===== config.mk =====
export PLATFORM = sky130hd
export DESIGN_NAME = pll_reprog_seq
export DESIGN_NICKNAME = d
export VERILOG_FILES = /design/src/rtl/pll_seq_pkg.sv /design/src/rtl/pll_rate_rom.sv /design/src/rtl/pll_tick_timer.sv /design/src/rtl/pll_reprog_seq.sv
export SDC_FILE = /design/constraint.sdc
export NUM_CORES = 1
export LEC_CHECK = 0
export CAP_MARGIN = 20
export CELL_PAD_IN_SITES_DETAIL_PLACEMENT = 1
export CELL_PAD_IN_SITES_GLOBAL_PLACEMENT = 1
export CORE_ASPECT_RATIO = 0.9
export CORE_MARGIN = 2
export CORE_UTILIZATION = 25
export CTS_BUF_LIST = sky130_fd_sc_hd__clkbuf_4 sky130_fd_sc_hd__clkbuf_8
export DETAILED_ROUTE_END_ITERATION = 10
export GPL_ROUTABILITY_DRIVEN = 0
export GPL_TIMING_DRIVEN = 0
export PLACE_DENSITY = 0.49
export SLEW_MARGIN = 10
export SYNTH_ARGS = -nofsm -noshare
export SYNTH_HDL_FRONTEND = slang
export SYNTH_SLANG_ARGS = --single-unit

===== constraint.sdc =====
create_clock -name clk -period 2.4 [get_ports clk]
set_input_delay 0.48 -clock clk [delete_from_list [all_inputs] [get_ports clk]]
set_output_delay 0.48 -clock clk [all_outputs]
set_load 0.02 [all_outputs]

===== src/rtl/pll_seq_pkg.sv =====
package pll_seq_pkg;

  localparam int GEN_LSEL = 29;
  localparam int GEN_CKEN = 11;
  localparam int GEN_RSTN = 9;
  localparam int GEN_BYP  = 4;

  localparam logic [1:0] ADDR_GEN  = 2'd0;
  localparam logic [1:0] ADDR_DIVA = 2'd1;
  localparam logic [1:0] ADDR_DIVB = 2'd2;

  localparam logic [1:0] OP_RATE = 2'd0;
  localparam logic [1:0] OP_UP   = 2'd1;
  localparam logic [1:0] OP_DOWN = 2'd2;

  typedef struct packed {
    logic [9:0]  m;
    logic [5:0]  p;
    logic [2:0]  s;
    logic [15:0] k;
  } pll_set_t;

  typedef enum logic [3:0] {
    S_IDLE, S_EVAL, S_LSEL, S_BYP, S_RLO, S_DIVA, S_DIVB,
    S_HOLD, S_REL, S_LOCK, S_UNBYP, S_FIN
  } seq_state_t;

  function automatic pll_set_t rate_entry(input int i);
    pll_set_t e;
    int j;
    j   = i / 2;
    e.m = 10'(250 + 50 * j);
    e.p = (j % 2 == 0) ? 6'd3 : 6'd63;
    e.s = (i % 2 == 1) ? 3'd2 : 3'd1;
    e.k = 16'(4096 * j);
    return e;
  endfunction

  function automatic int unsigned hold_ticks(input int unsigned p,
                                             input int unsigned ref_mhz,
                                             input int unsigned min_hold);
    int unsigned r;
    r = (p + ref_mhz - 1) / ref_mhz + 1;
    return (r > min_hold) ? r : min_hold;
  endfunction

endpackage


===== src/rtl/pll_rate_rom.sv =====
module pll_rate_rom
  import pll_seq_pkg::*;
#(
  parameter int NUM_RATES = 4,
  parameter int IDX_W     = $clog2(NUM_RATES) + 1
) (
  input  logic [IDX_W-1:0] idx,
  output logic             hit,
  output pll_set_t         set
);
  localparam int SEL_W = $clog2(NUM_RATES);

  pll_set_t tbl [NUM_RATES];

  for (genvar g = 0; g < NUM_RATES; g++) begin : g_ent
    assign tbl[g] = rate_entry(g);
  end

  assign hit = (32'(idx) < NUM_RATES);
  assign set = hit ? tbl[idx[SEL_W-1:0]] : '0;
endmodule


===== src/rtl/pll_tick_timer.sv =====
module pll_tick_timer #(
  parameter int W = 8
) (
  input  logic         clk,
  input  logic         rst_n,
  input  logic         clr,
  input  logic         en,
  input  logic         tick,
  output logic [W-1:0] count
);
  always_ff @(posedge clk or negedge rst_n) begin
    if (!rst_n)              count <= '0;
    else if (clr)            count <= '0;
    else if (en && tick && count != '1) count <= count + 1'b1;
  end
endmodule


===== src/rtl/pll_reprog_seq.sv =====
module pll_reprog_seq
  import pll_seq_pkg::*;
#(
  parameter int NUM_RATES  = 4,
  parameter int IDX_W      = $clog2(NUM_RATES) + 1,
  parameter bit FRACTIONAL = 1'b1,
  parameter int REF_MHZ    = 24,
  parameter int MIN_HOLD   = 2,
  parameter int TIMEOUT_US = 10000
) (
  input  logic             clk,
  input  logic             rst_n,
  input  logic             tick_us,
  input  logic             req_valid,
  output logic             req_ready,
  input  logic [1:0]       req_op,
  input  logic [IDX_W-1:0] req_idx,
  output logic             busy,
  output logic             done,
  output logic             err,
  output logic             wr_en,
  output logic [1:0]       wr_addr,
  output logic [31:0]      wr_data,
  input  logic             pll_lock
);
  localparam int CNT_W = $clog2(TIMEOUT_US + 1) + 2;

  seq_state_t state, state_n;
  logic [1:0]       op_q;
  logic [IDX_W-1:0] idx_q;
  logic             err_q, err_set;
  logic [31:0]      sh_gen, sh_diva, sh_divb;
  logic             hit, k_same, same_mpk;
  pll_set_t         ent;
  logic             cnt_clr, cnt_en;
  logic [CNT_W-1:0] cnt, need;

  pll_rate_rom #(.NUM_RATES(NUM_RATES), .IDX_W(IDX_W)) u_rom (
    .idx(idx_q), .hit(hit), .set(ent)
  );

  pll_tick_timer #(.W(CNT_W)) u_tmr (
    .clk(clk), .rst_n(rst_n), .clr(cnt_clr), .en(cnt_en),
    .tick(tick_us), .count(cnt)
  );

  if (FRACTIONAL) begin : g_frac
    assign k_same = (ent.k == sh_divb[15:0]);
  end else begin : g_int
    assign k_same = 1'b1;
  end

  assign same_mpk = (ent.m == sh_diva[21:12]) && (ent.p == sh_diva[9:4]) && k_same;
  assign need     = CNT_W'(hold_ticks({26'd0, ent.p}, REF_MHZ, MIN_HOLD));

  assign req_ready = (state == S_IDLE);
  assign busy      = (state != S_IDLE);
  assign done      = (state == S_FIN);
  assign err       = done && err_q;

  always_comb begin
    state_n = state;
    wr_en   = 1'b0;
    wr_addr = ADDR_GEN;
    wr_data = '0;
    cnt_clr = 1'b0;
    cnt_en  = 1'b0;
    err_set = 1'b0;
    unique case (state)
      S_IDLE: if (req_valid) state_n = S_EVAL;
      S_EVAL: begin
        if (op_q == OP_DOWN) begin
          wr_en = 1'b1; wr_data = sh_gen & ~(32'd1 << GEN_RSTN); state_n = S_FIN;
        end else if (op_q == OP_UP) begin
          wr_en = 1'b1; wr_data = sh_gen | (32'd1 << GEN_RSTN);
          cnt_clr = 1'b1; state_n = S_LOCK;
        end else if (op_q != OP_RATE || !hit) begin
          err_set = 1'b1; state_n = S_FIN;
        end else if (same_mpk) begin
          wr_en = 1'b1; wr_addr = ADDR_DIVA;
          wr_data = {sh_diva[31:3], ent.s}; state_n = S_FIN;
        end else begin
          state_n = S_LSEL;
        end
      end
      S_LSEL: begin
        wr_en = 1'b1; wr_data = sh_gen | (32'd1 << GEN_LSEL); state_n = S_BYP;
      end
      S_BYP: begin
        wr_en = 1'b1; wr_data = sh_gen | (32'd1 << GEN_BYP); state_n = S_RLO;
      end
      S_RLO: begin
        wr_en = 1'b1; wr_data = sh_gen & ~(32'd1 << GEN_RSTN); state_n = S_DIVA;
      end
      S_DIVA: begin
        wr_en = 1'b1; wr_addr = ADDR_DIVA; cnt_clr = 1'b1;
        wr_data = {10'd0, ent.m, 2'd0, ent.p, 1'b0, ent.s};
        state_n = FRACTIONAL ? S_DIVB : S_HOLD;
      end
      S_DIVB: begin
        wr_en = 1'b1; wr_addr = ADDR_DIVB; cnt_clr = 1'b1;
        wr_data = {16'd0, ent.k}; state_n = S_HOLD;
      end
      S_HOLD: begin
        cnt_en = 1'b1;
        if (cnt >= need) state_n = S_REL;
      end
      S_REL: begin
        wr_en = 1'b1; wr_data = sh_gen | (32'd1 << GEN_RSTN);
        cnt_clr = 1'b1; state_n = S_LOCK;
      end
      S_LOCK: begin
        cnt_en = 1'b1;
        if (pll_lock) state_n = (op_q == OP_RATE) ? S_UNBYP : S_FIN;
        else if (cnt >= CNT_W'(TIMEOUT_US)) begin
          err_set = 1'b1; state_n = S_FIN;
        end
      end
      S_UNBYP: begin
        wr_en = 1'b1; wr_data = sh_gen & ~(32'd1 << GEN_BYP); state_n = S_FIN;
      end
      S_FIN:   state_n = S_IDLE;
      default: state_n = S_IDLE;
    endcase
  end

  always_ff @(posedge clk or negedge rst_n) begin
    if (!rst_n) begin
      state   <= S_IDLE;
      op_q    <= OP_RATE;
      idx_q   <= '0;
      err_q   <= 1'b0;
      sh_gen  <= '0;
      sh_diva <= '0;
      sh_divb <= '0;
    end else begin
      state <= state_n;
      if (state == S_IDLE && req_valid) begin
        op_q  <= req_op;
        idx_q <= req_idx;
        err_q <= 1'b0;
      end
      if (err_set) err_q <= 1'b1;
      if (wr_en) begin
        unique case (wr_addr)
          ADDR_GEN:  sh_gen  <= wr_data;
          ADDR_DIVA: sh_diva <= wr_data;
          default:   sh_divb <= wr_data;
        endcase
      end
    end
  end
endmodule


# ---- Yosys cells after proc, flatten, opt, wreduce, memory -nomap -nowiden
# Cells that the tools add are included.
# W data, S select, Z words.
dict set report totals {
  regBits 106
  latchBits 0
  ram_bits 0
  romBits 0
  input_bits 10
  out_inout_bits 39
  elab_cells 108
  n_memories 0
}
dict set report classes {
  n_addsub 4
  mul 0
  div_mod_pow 1
  magnitude_cmp 5
  eq_ne 21
  shifts 0
  muxes 44
  bitwise 2
  reduce_logical 23
}
# operator n
set ops {}
lappend ops {{$pmux W32 S8} 1}
lappend ops {{$mux W32} 4}
lappend ops {{$mux W35} 3}
lappend ops {{$bmux W35 S2} 1}
lappend ops {{$mux W16} 3}
lappend ops {{$pmux W4 S11} 1}
lappend ops {{$add A32 B1 Y32 const B} 1}
lappend ops {{$div A32 B5 Y32 const B} 1}
lappend ops {{$gt A32 B2 Y1 const B} 1}
lappend ops {{$mux W4} 8}
lappend ops {{$mux W1} 19}
lappend ops {{$add A16 B1 Y16 const B} 1}
lappend ops {{$eq A16 B16 Y1} 1}
lappend ops {{$eq A4 B3 Y1 const B} 4}
lappend ops {{$eq A4 B4 Y1 const B} 4}
lappend ops {{$ge A16 B14 Y1 const B} 1}
lappend ops {{$ge A16 B16 Y1} 1}
lappend ops {{$ne A16 B16 Y1 const B} 1}
lappend ops {{$eq A10 B10 Y1} 1}
lappend ops {{$eq A4 B2 Y1 const B} 2}
lappend ops {{$sub A7 B1 Y8 const B} 1}
lappend ops {{$add A6 B5 Y7 const B} 1}
lappend ops {{$reduce_or A7 Y1} 1}
lappend ops {{$eq A6 B6 Y1} 1}
lappend ops {{other kinds (22)} 37}

# ---- Longest topological paths before layout
# Gate-level depths: netlist (run 1).
dict set report depth {
  ltp_word 17
  ltp_mapped 9
  mapped_depth_nobuf 8
}

# ---- By module
# A second synthesis (run 1) with hierarchy kept.
dict set report unflattened {
  hier_cells 628
  area_unflattened_um2 5785.5
}
# module n_inst cells_per_inst area_each_um2 seq_area_each_um2
set by_module_without_submodules {}
lappend by_module_without_submodules {pll_reprog_seq 1 491 4598.2 2177.1}
lappend by_module_without_submodules {pll_tick_timer 1 100 927.1 400.4}
lappend by_module_without_submodules {pll_rate_rom 1 37 260.2 0.0}

# ---- Worst setup path after synthesis (run 1)
# OpenSTA, ideal clock, no wires.
dict set report synth_path {
  path_kind {register -> output}
  startpoint {register sh_diva[17]}
  endpoint {output wr_data[0]}
  t_arrival_ns 2.135
  required_time_ns 1.920
  slack_ns -0.215
  path_stages_with_launch 6
  n_path_buf 0
  cell_sequence {dfrtp_1 > or4_1 > mux2_2 > a2111oi_0 > a21oi_1 > o21ai_0}
}
dict set report synth_between {
  elab_chain_len 8
}
# item line_no
set synth_lines {}
lappend synth_lines {{from (decl)} pll_reprog_seq.sv:32} ;# logic [31:0] sh_gen, sh_diva, sh_divb;
lappend synth_lines {{from (signal assigned)} pll_reprog_seq.sv:147} ;# ADDR_DIVA: sh_diva <= wr_data;
lappend synth_lines {{$eq A10 B10 Y1} pll_reprog_seq.sv:53} ;# assign same_mpk = (ent.m == sh_diva[21:12]) && (ent.p == sh_diva[9:4]) && k_same;
lappend synth_lines {{$logic_and A1 B1 Y1 (2 in a row)} pll_reprog_seq.sv:53}
lappend synth_lines {{$mux W32} pll_reprog_seq.sv:79} ;# end else if (same_mpk) begin
lappend synth_lines {{$mux W32} pll_reprog_seq.sv:77} ;# end else if (op_q != OP_RATE || !hit) begin
lappend synth_lines {{$mux W32} pll_reprog_seq.sv:74} ;# end else if (op_q == OP_UP) begin
lappend synth_lines {{$mux W32} pll_reprog_seq.sv:72} ;# if (op_q == OP_DOWN) begin
lappend synth_lines {{$pmux W32 S8} pll_reprog_seq.sv:69} ;# unique case (state)
lappend synth_lines {{to (decl)} pll_reprog_seq.sv:23} ;# output logic [31:0] wr_data,
# No other way between the ends.

# ---- Final worst setup path (run 1)
dict set report layout_path {
  startpoint {register sh_diva[19]}
  endpoint {output wr_data[31]}
}
# Same word-level chain as after synthesis.

==> flow_metrics.tcl, run 1 <==
set metrics [dict create \
    yosys_register_bits 103 \
    synth_fp_nets 474 \
    drt.antenna.violating_nets 0 \
    worstPathArrival_ps 2680 \
    vias_in_the_first_global_route 4121 \
    utilization_pct 34.5 \
    grt_use_total_pct 14.3 \
    path_class "reg2out" \
    clockBufferDepth 2 \
    max_stage_delay_ps 440 \
    multi_input_gate_area_um2 2180 \
    hp-class "reg2reg" \
    worst-slew-pin-transition_ps 675 \
    final-max-slew-violation-count 0 \
    areaGrowthSynthToFinish_pct 35.7 \
    worst_slack_ps -762 \
    reg2reg_setup_slack_ps 110 \
    regToRegEndpoint "sh_diva[21]" \
    final.period_utilization_pct 132 \
    post_syn_instances 459 \
    reg2reg_from "sh_diva[19]" \
    synth-warning-count 0 \
    worst_setup_path_startpoint "sh_diva[19]" \
    cts_root_buf "sky130_fd_sc_hd__clkbuf_8" \
    hpwl_um 9370 \
    fillerInstances 2143 \
    via_count 3919 \
    violations "negative setup slack" \
    floorplan.io_pins 49 \
    cp.depth 8 \
    start_kind "register" \
    slowest_stage "sky130_fd_sc_hd__dfrtp_2" \
    critPathRequiredTime_ps 1920 \
    critical_path.cell_chain "or3_4 -> or3_4 -> a211oi_4 -> and4_4 -> buf_12 -> clkbuf_16 -> a22o_1 -> buf_6" \
    synth_seq_area_share_pct 53.1 \
    dp.cells 758 \
    detailedRoute.firstPassIterationCount 4 \
    timing.critical_path.fanout_max 7 \
    num_antenna_cells 0 \
    ir_worst_vdd_mv 0.509 \
    crit_buf_inv 3 \
    ff2ff_path_depth 8 \
    cts_made_buffers 9 \
    period_needed_ps 3160 \
    clkSlewWorstSetupHoldPaths_ps 120 \
    die-area_um2 20500 \
    globalRoute.totalOverflow 0 \
    detail_route.wl_per_cell_um 17.3 \
    asyncSetResetFlopFracSynth_pct 100 \
    grt_antenna_before_repair 0 \
    initial_utilization_pct 25.4 \
    cts_tree "done" \
    clk-insertion-delay-late_ps 390 \
    first_iter_violations 172 \
    p_leak_nw 3.06 \
    syn-mean-instance-area_um2 10.6 \
    setup_viol 34 \
    outcome "finished, violations left" \
    maximum_clock_skew_at_final_layout_ps 11.6 \
    drt-total-wl_um 14000 \
    vias_per_cell 4.83 \
    mappedNetlistArea_um2 4850 \
    worst_path_most_repeated_cell "sky130_fd_sc_hd__or3_4" \
    cellPowerDensity_nw_per_um2 1040 \
    die_width_um 151 \
    core_region_area_um2 19100 \
    instances_no_fill 811 \
    regArea_um2 2580 \
    drcViolationCount 0 \
    achievable-frequency_ghz 0.316 \
    grt_first_pass_wirelength_um 22400 \
    worst_setup_path_endpoint "wr_data[31]" \
    critical_path.endpoint_type "output pin" \
    final_area_um2 6580 \
    cts_sink_cnt 103 \
    cts_max_level 3 \
    die_height_um 136 \
    maxSlewHeadroom_pct 54.6 \
    grt_start_max_net_pins 70 \
    placement_rows 48 \
    finalHoldViolations 0 \
    port_buffers 48 \
    dpl-instance-area_um2 5700 \
    drive_above_1_share_pct 30.7 \
    drv.max_cap_violation_count 0 \
    post_synth_edffs 0 \
    post_place_worst_slack_ps -966 \
    post_synth_num_cell_types 70 \
    grt_setup_unrepaired "yes" \
    synth_ff_type "sky130_fd_sc_hd__dfrtp_1" \
    hold_depth 1 \
    cell_family_with_most_cp_delay "simple AND/OR/NAND/NOR gates" \
    nNetsFinal 571 \
]
-- stage by stage --
stage | setup TNS (ps) | hold slack, ps | total power [mW]
after floorplan | -1620 | 184 | 3.84
final | -21050 | 469 | 6.85
after CTS | -22080 | 475 | 6.70
after detailed placement | -30660 | 409 | 4.78
after global placement | -370020 | 439 | 4.73
after global routing | -24750 | 490 | 7.32
-- cell usage in the layout (no fill, tap or decap), types with 9 or more instances in the layout --
| master | netlist | routed |
|---|---|---|
| sky130_fd_sc_hd__a21o_1 | 14 | 14 |
| sky130_fd_sc_hd__a22o_1 | 13 | 11 |
| sky130_fd_sc_hd__and2_1 | 17 | 15 |
| sky130_fd_sc_hd__buf_4 | 3 | 30 |
| sky130_fd_sc_hd__buf_6 | 3 | 48 |
| sky130_fd_sc_hd__clkbuf_1 | 41 | 34 |
| sky130_fd_sc_hd__clkbuf_8 | 0 | 11 |
| sky130_fd_sc_hd__dfrtp_1 | 103 | 99 |
| sky130_fd_sc_hd__inv_1 | 11 | 9 |
| sky130_fd_sc_hd__mux2_2 | 9 | 9 |
| sky130_fd_sc_hd__nand2_1 | 33 | 31 |
| sky130_fd_sc_hd__nand4_1 | 10 | 10 |
| sky130_fd_sc_hd__nor2_1 | 23 | 22 |
| sky130_fd_sc_hd__nor2b_1 | 20 | 19 |
-- flip-flops by register name, summed over array words and instances (netlist names) --
name         cells
idx_q            3
sh_divb         16
sh_gen          32
sh_diva         29
u_tmr.count     16
op_q             2
state            4
err_q            1
-- metal layers --
layer | GRT usage (%) | wire length (um) | vias up
met4 | 3.48 | 138 | 0
met1 | 19.2 | 6630 | 2038
met3 | 3.52 | 472 | 13
met5 | 0 | 0 | -
li1 | - | - | 1806
met2 | 23.3 | 6770 | 62
-- kinds of logic after synthesis --
| group | count (synthesis) | share of synthesized area [%] |
|---|---|---|
| muxes | 11 | 2.50 |
| adders and majority gates | 5 | 1.29 |
| buffers and inverters | 65 | 6.29 |
| DFF | 103 | 53.1 |
| and+or+nand+nor | 166 | 18.8 |
| other | 1 | 0.0773 |
| AOI/OAI and AO/OA | 97 | 15.9 |
| xor gates and xnor gates | 11 | 1.99 |
-- report_power, final --
| part | switching, mW | leakage (nW) | internal, mW |
|---|---|---|---|
| logic | 1.85 | 1.55 | 1.59 |
| clock network | 0.707 | 0.114 | 0.518 |
| registers | 0.201 | 1.39 | 1.98 |
| total | 2.76 | 3.06 | 4.08 |
-- final cells by class --
| cell class | count | area share, % |
|---|---|---|
| Buffer | 52 | 5.06 |
| Clock buffer | 9 | 1.88 |
| Clock inverter | 7 | 1.58 |
| Inverter | 11 | 0.684 |
| Multi-Input combinational cell | 291 | 33.1 |
| Sequential cell | 103 | 39.2 |
| Tap cell | 250 | 4.75 |
| Timing Repair Buffer | 88 | 13.7 |
-- timing repair --
| item | 4_1_cts | 5_1_grt |
|---|---|---|
| gates cloned | 1 | 4 |
| resized for setup | 261 | 34 |
| hold endpoints to repair | 34 | 0 |
| endpoints found under the setup margin | 39 | 37 |
| buffers inserted | 24 | 11 |
| pin swaps | 11 | 34 |
| hold buffers | 1 | 0 |
-- cells in the mapped netlist (all sizes together) (2+ instances only) --
library cell  instances  share of area, %
nand3                10               1.0
ha                    5               1.3
o211ai                6              0.93
nor2b                20               2.6
a221o                10               2.2
clkbuf               42               3.3
o31ai                 4              0.62
a21o                 16               2.5
nand2                33               2.6
o21ai                 9               1.0
or3                   5              0.70
nand3b                6              0.93
nor2                 23               1.8
and4                  2              0.36
nor3                  8              0.83
and2                 17               2.2
buf                  12               2.2
or2                   2              0.26
dfrtp               103                53
a22o                 13               2.3
a21oi                13               1.4
nand2b                4              0.52
a22oi                 2              0.31
nand4                10               1.3
nor3b                 4              0.62
o32ai                 2              0.52
and3                  6              0.77
xnor2                 5              0.90
mux2                  9               2.1
nor4                  9               1.2
a2bb2oi               2              0.36
a211oi                3              0.67
inv                  11              0.85
or4                   3              0.49
mux2i                 2              0.41
a211o                 2              0.36
xor2                  6               1.1
-- worst min-delay path by stage --
stage	from	to	slack, ps
finish	sh_gen[26]	sh_gen[26]	470
global route	sh_gen[10]	sh_gen[10]	490
CTS	sh_gen[7]	sh_gen[7]	480
detailed placement	rst_n	u_tmr.count[8]	410
global placement	sh_gen[2]	sh_gen[2]	440
floorplan	rst_n	err_q	180
-- worst register-to-register path, stage by stage (launching register included) --
cell	delay [ps]
sky130_fd_sc_hd__dfrtp_2	440
sky130_fd_sc_hd__or3_4	370
sky130_fd_sc_hd__or3_4	340
sky130_fd_sc_hd__a211oi_4	280
sky130_fd_sc_hd__and4_4	290
sky130_fd_sc_hd__buf_12	140
sky130_fd_sc_hd__clkbuf_16	150
sky130_fd_sc_hd__buf_4	110
sky130_fd_sc_hd__nor3b_1	40
Power figures use the tool's default switching activity.
==> inputs of run 2 (changes only) <==
- SLEW_MARGIN: 10 -> 15
==> results of run 2 <==
Final layout, timing and power as in run 1 (identical DEF).
==> inputs of run 3 (changes only) <==
- HOLD_SLACK_MARGIN: default -> 0.03
==> results of run 3 <==
Final layout, timing and power as in run 1 (identical DEF).
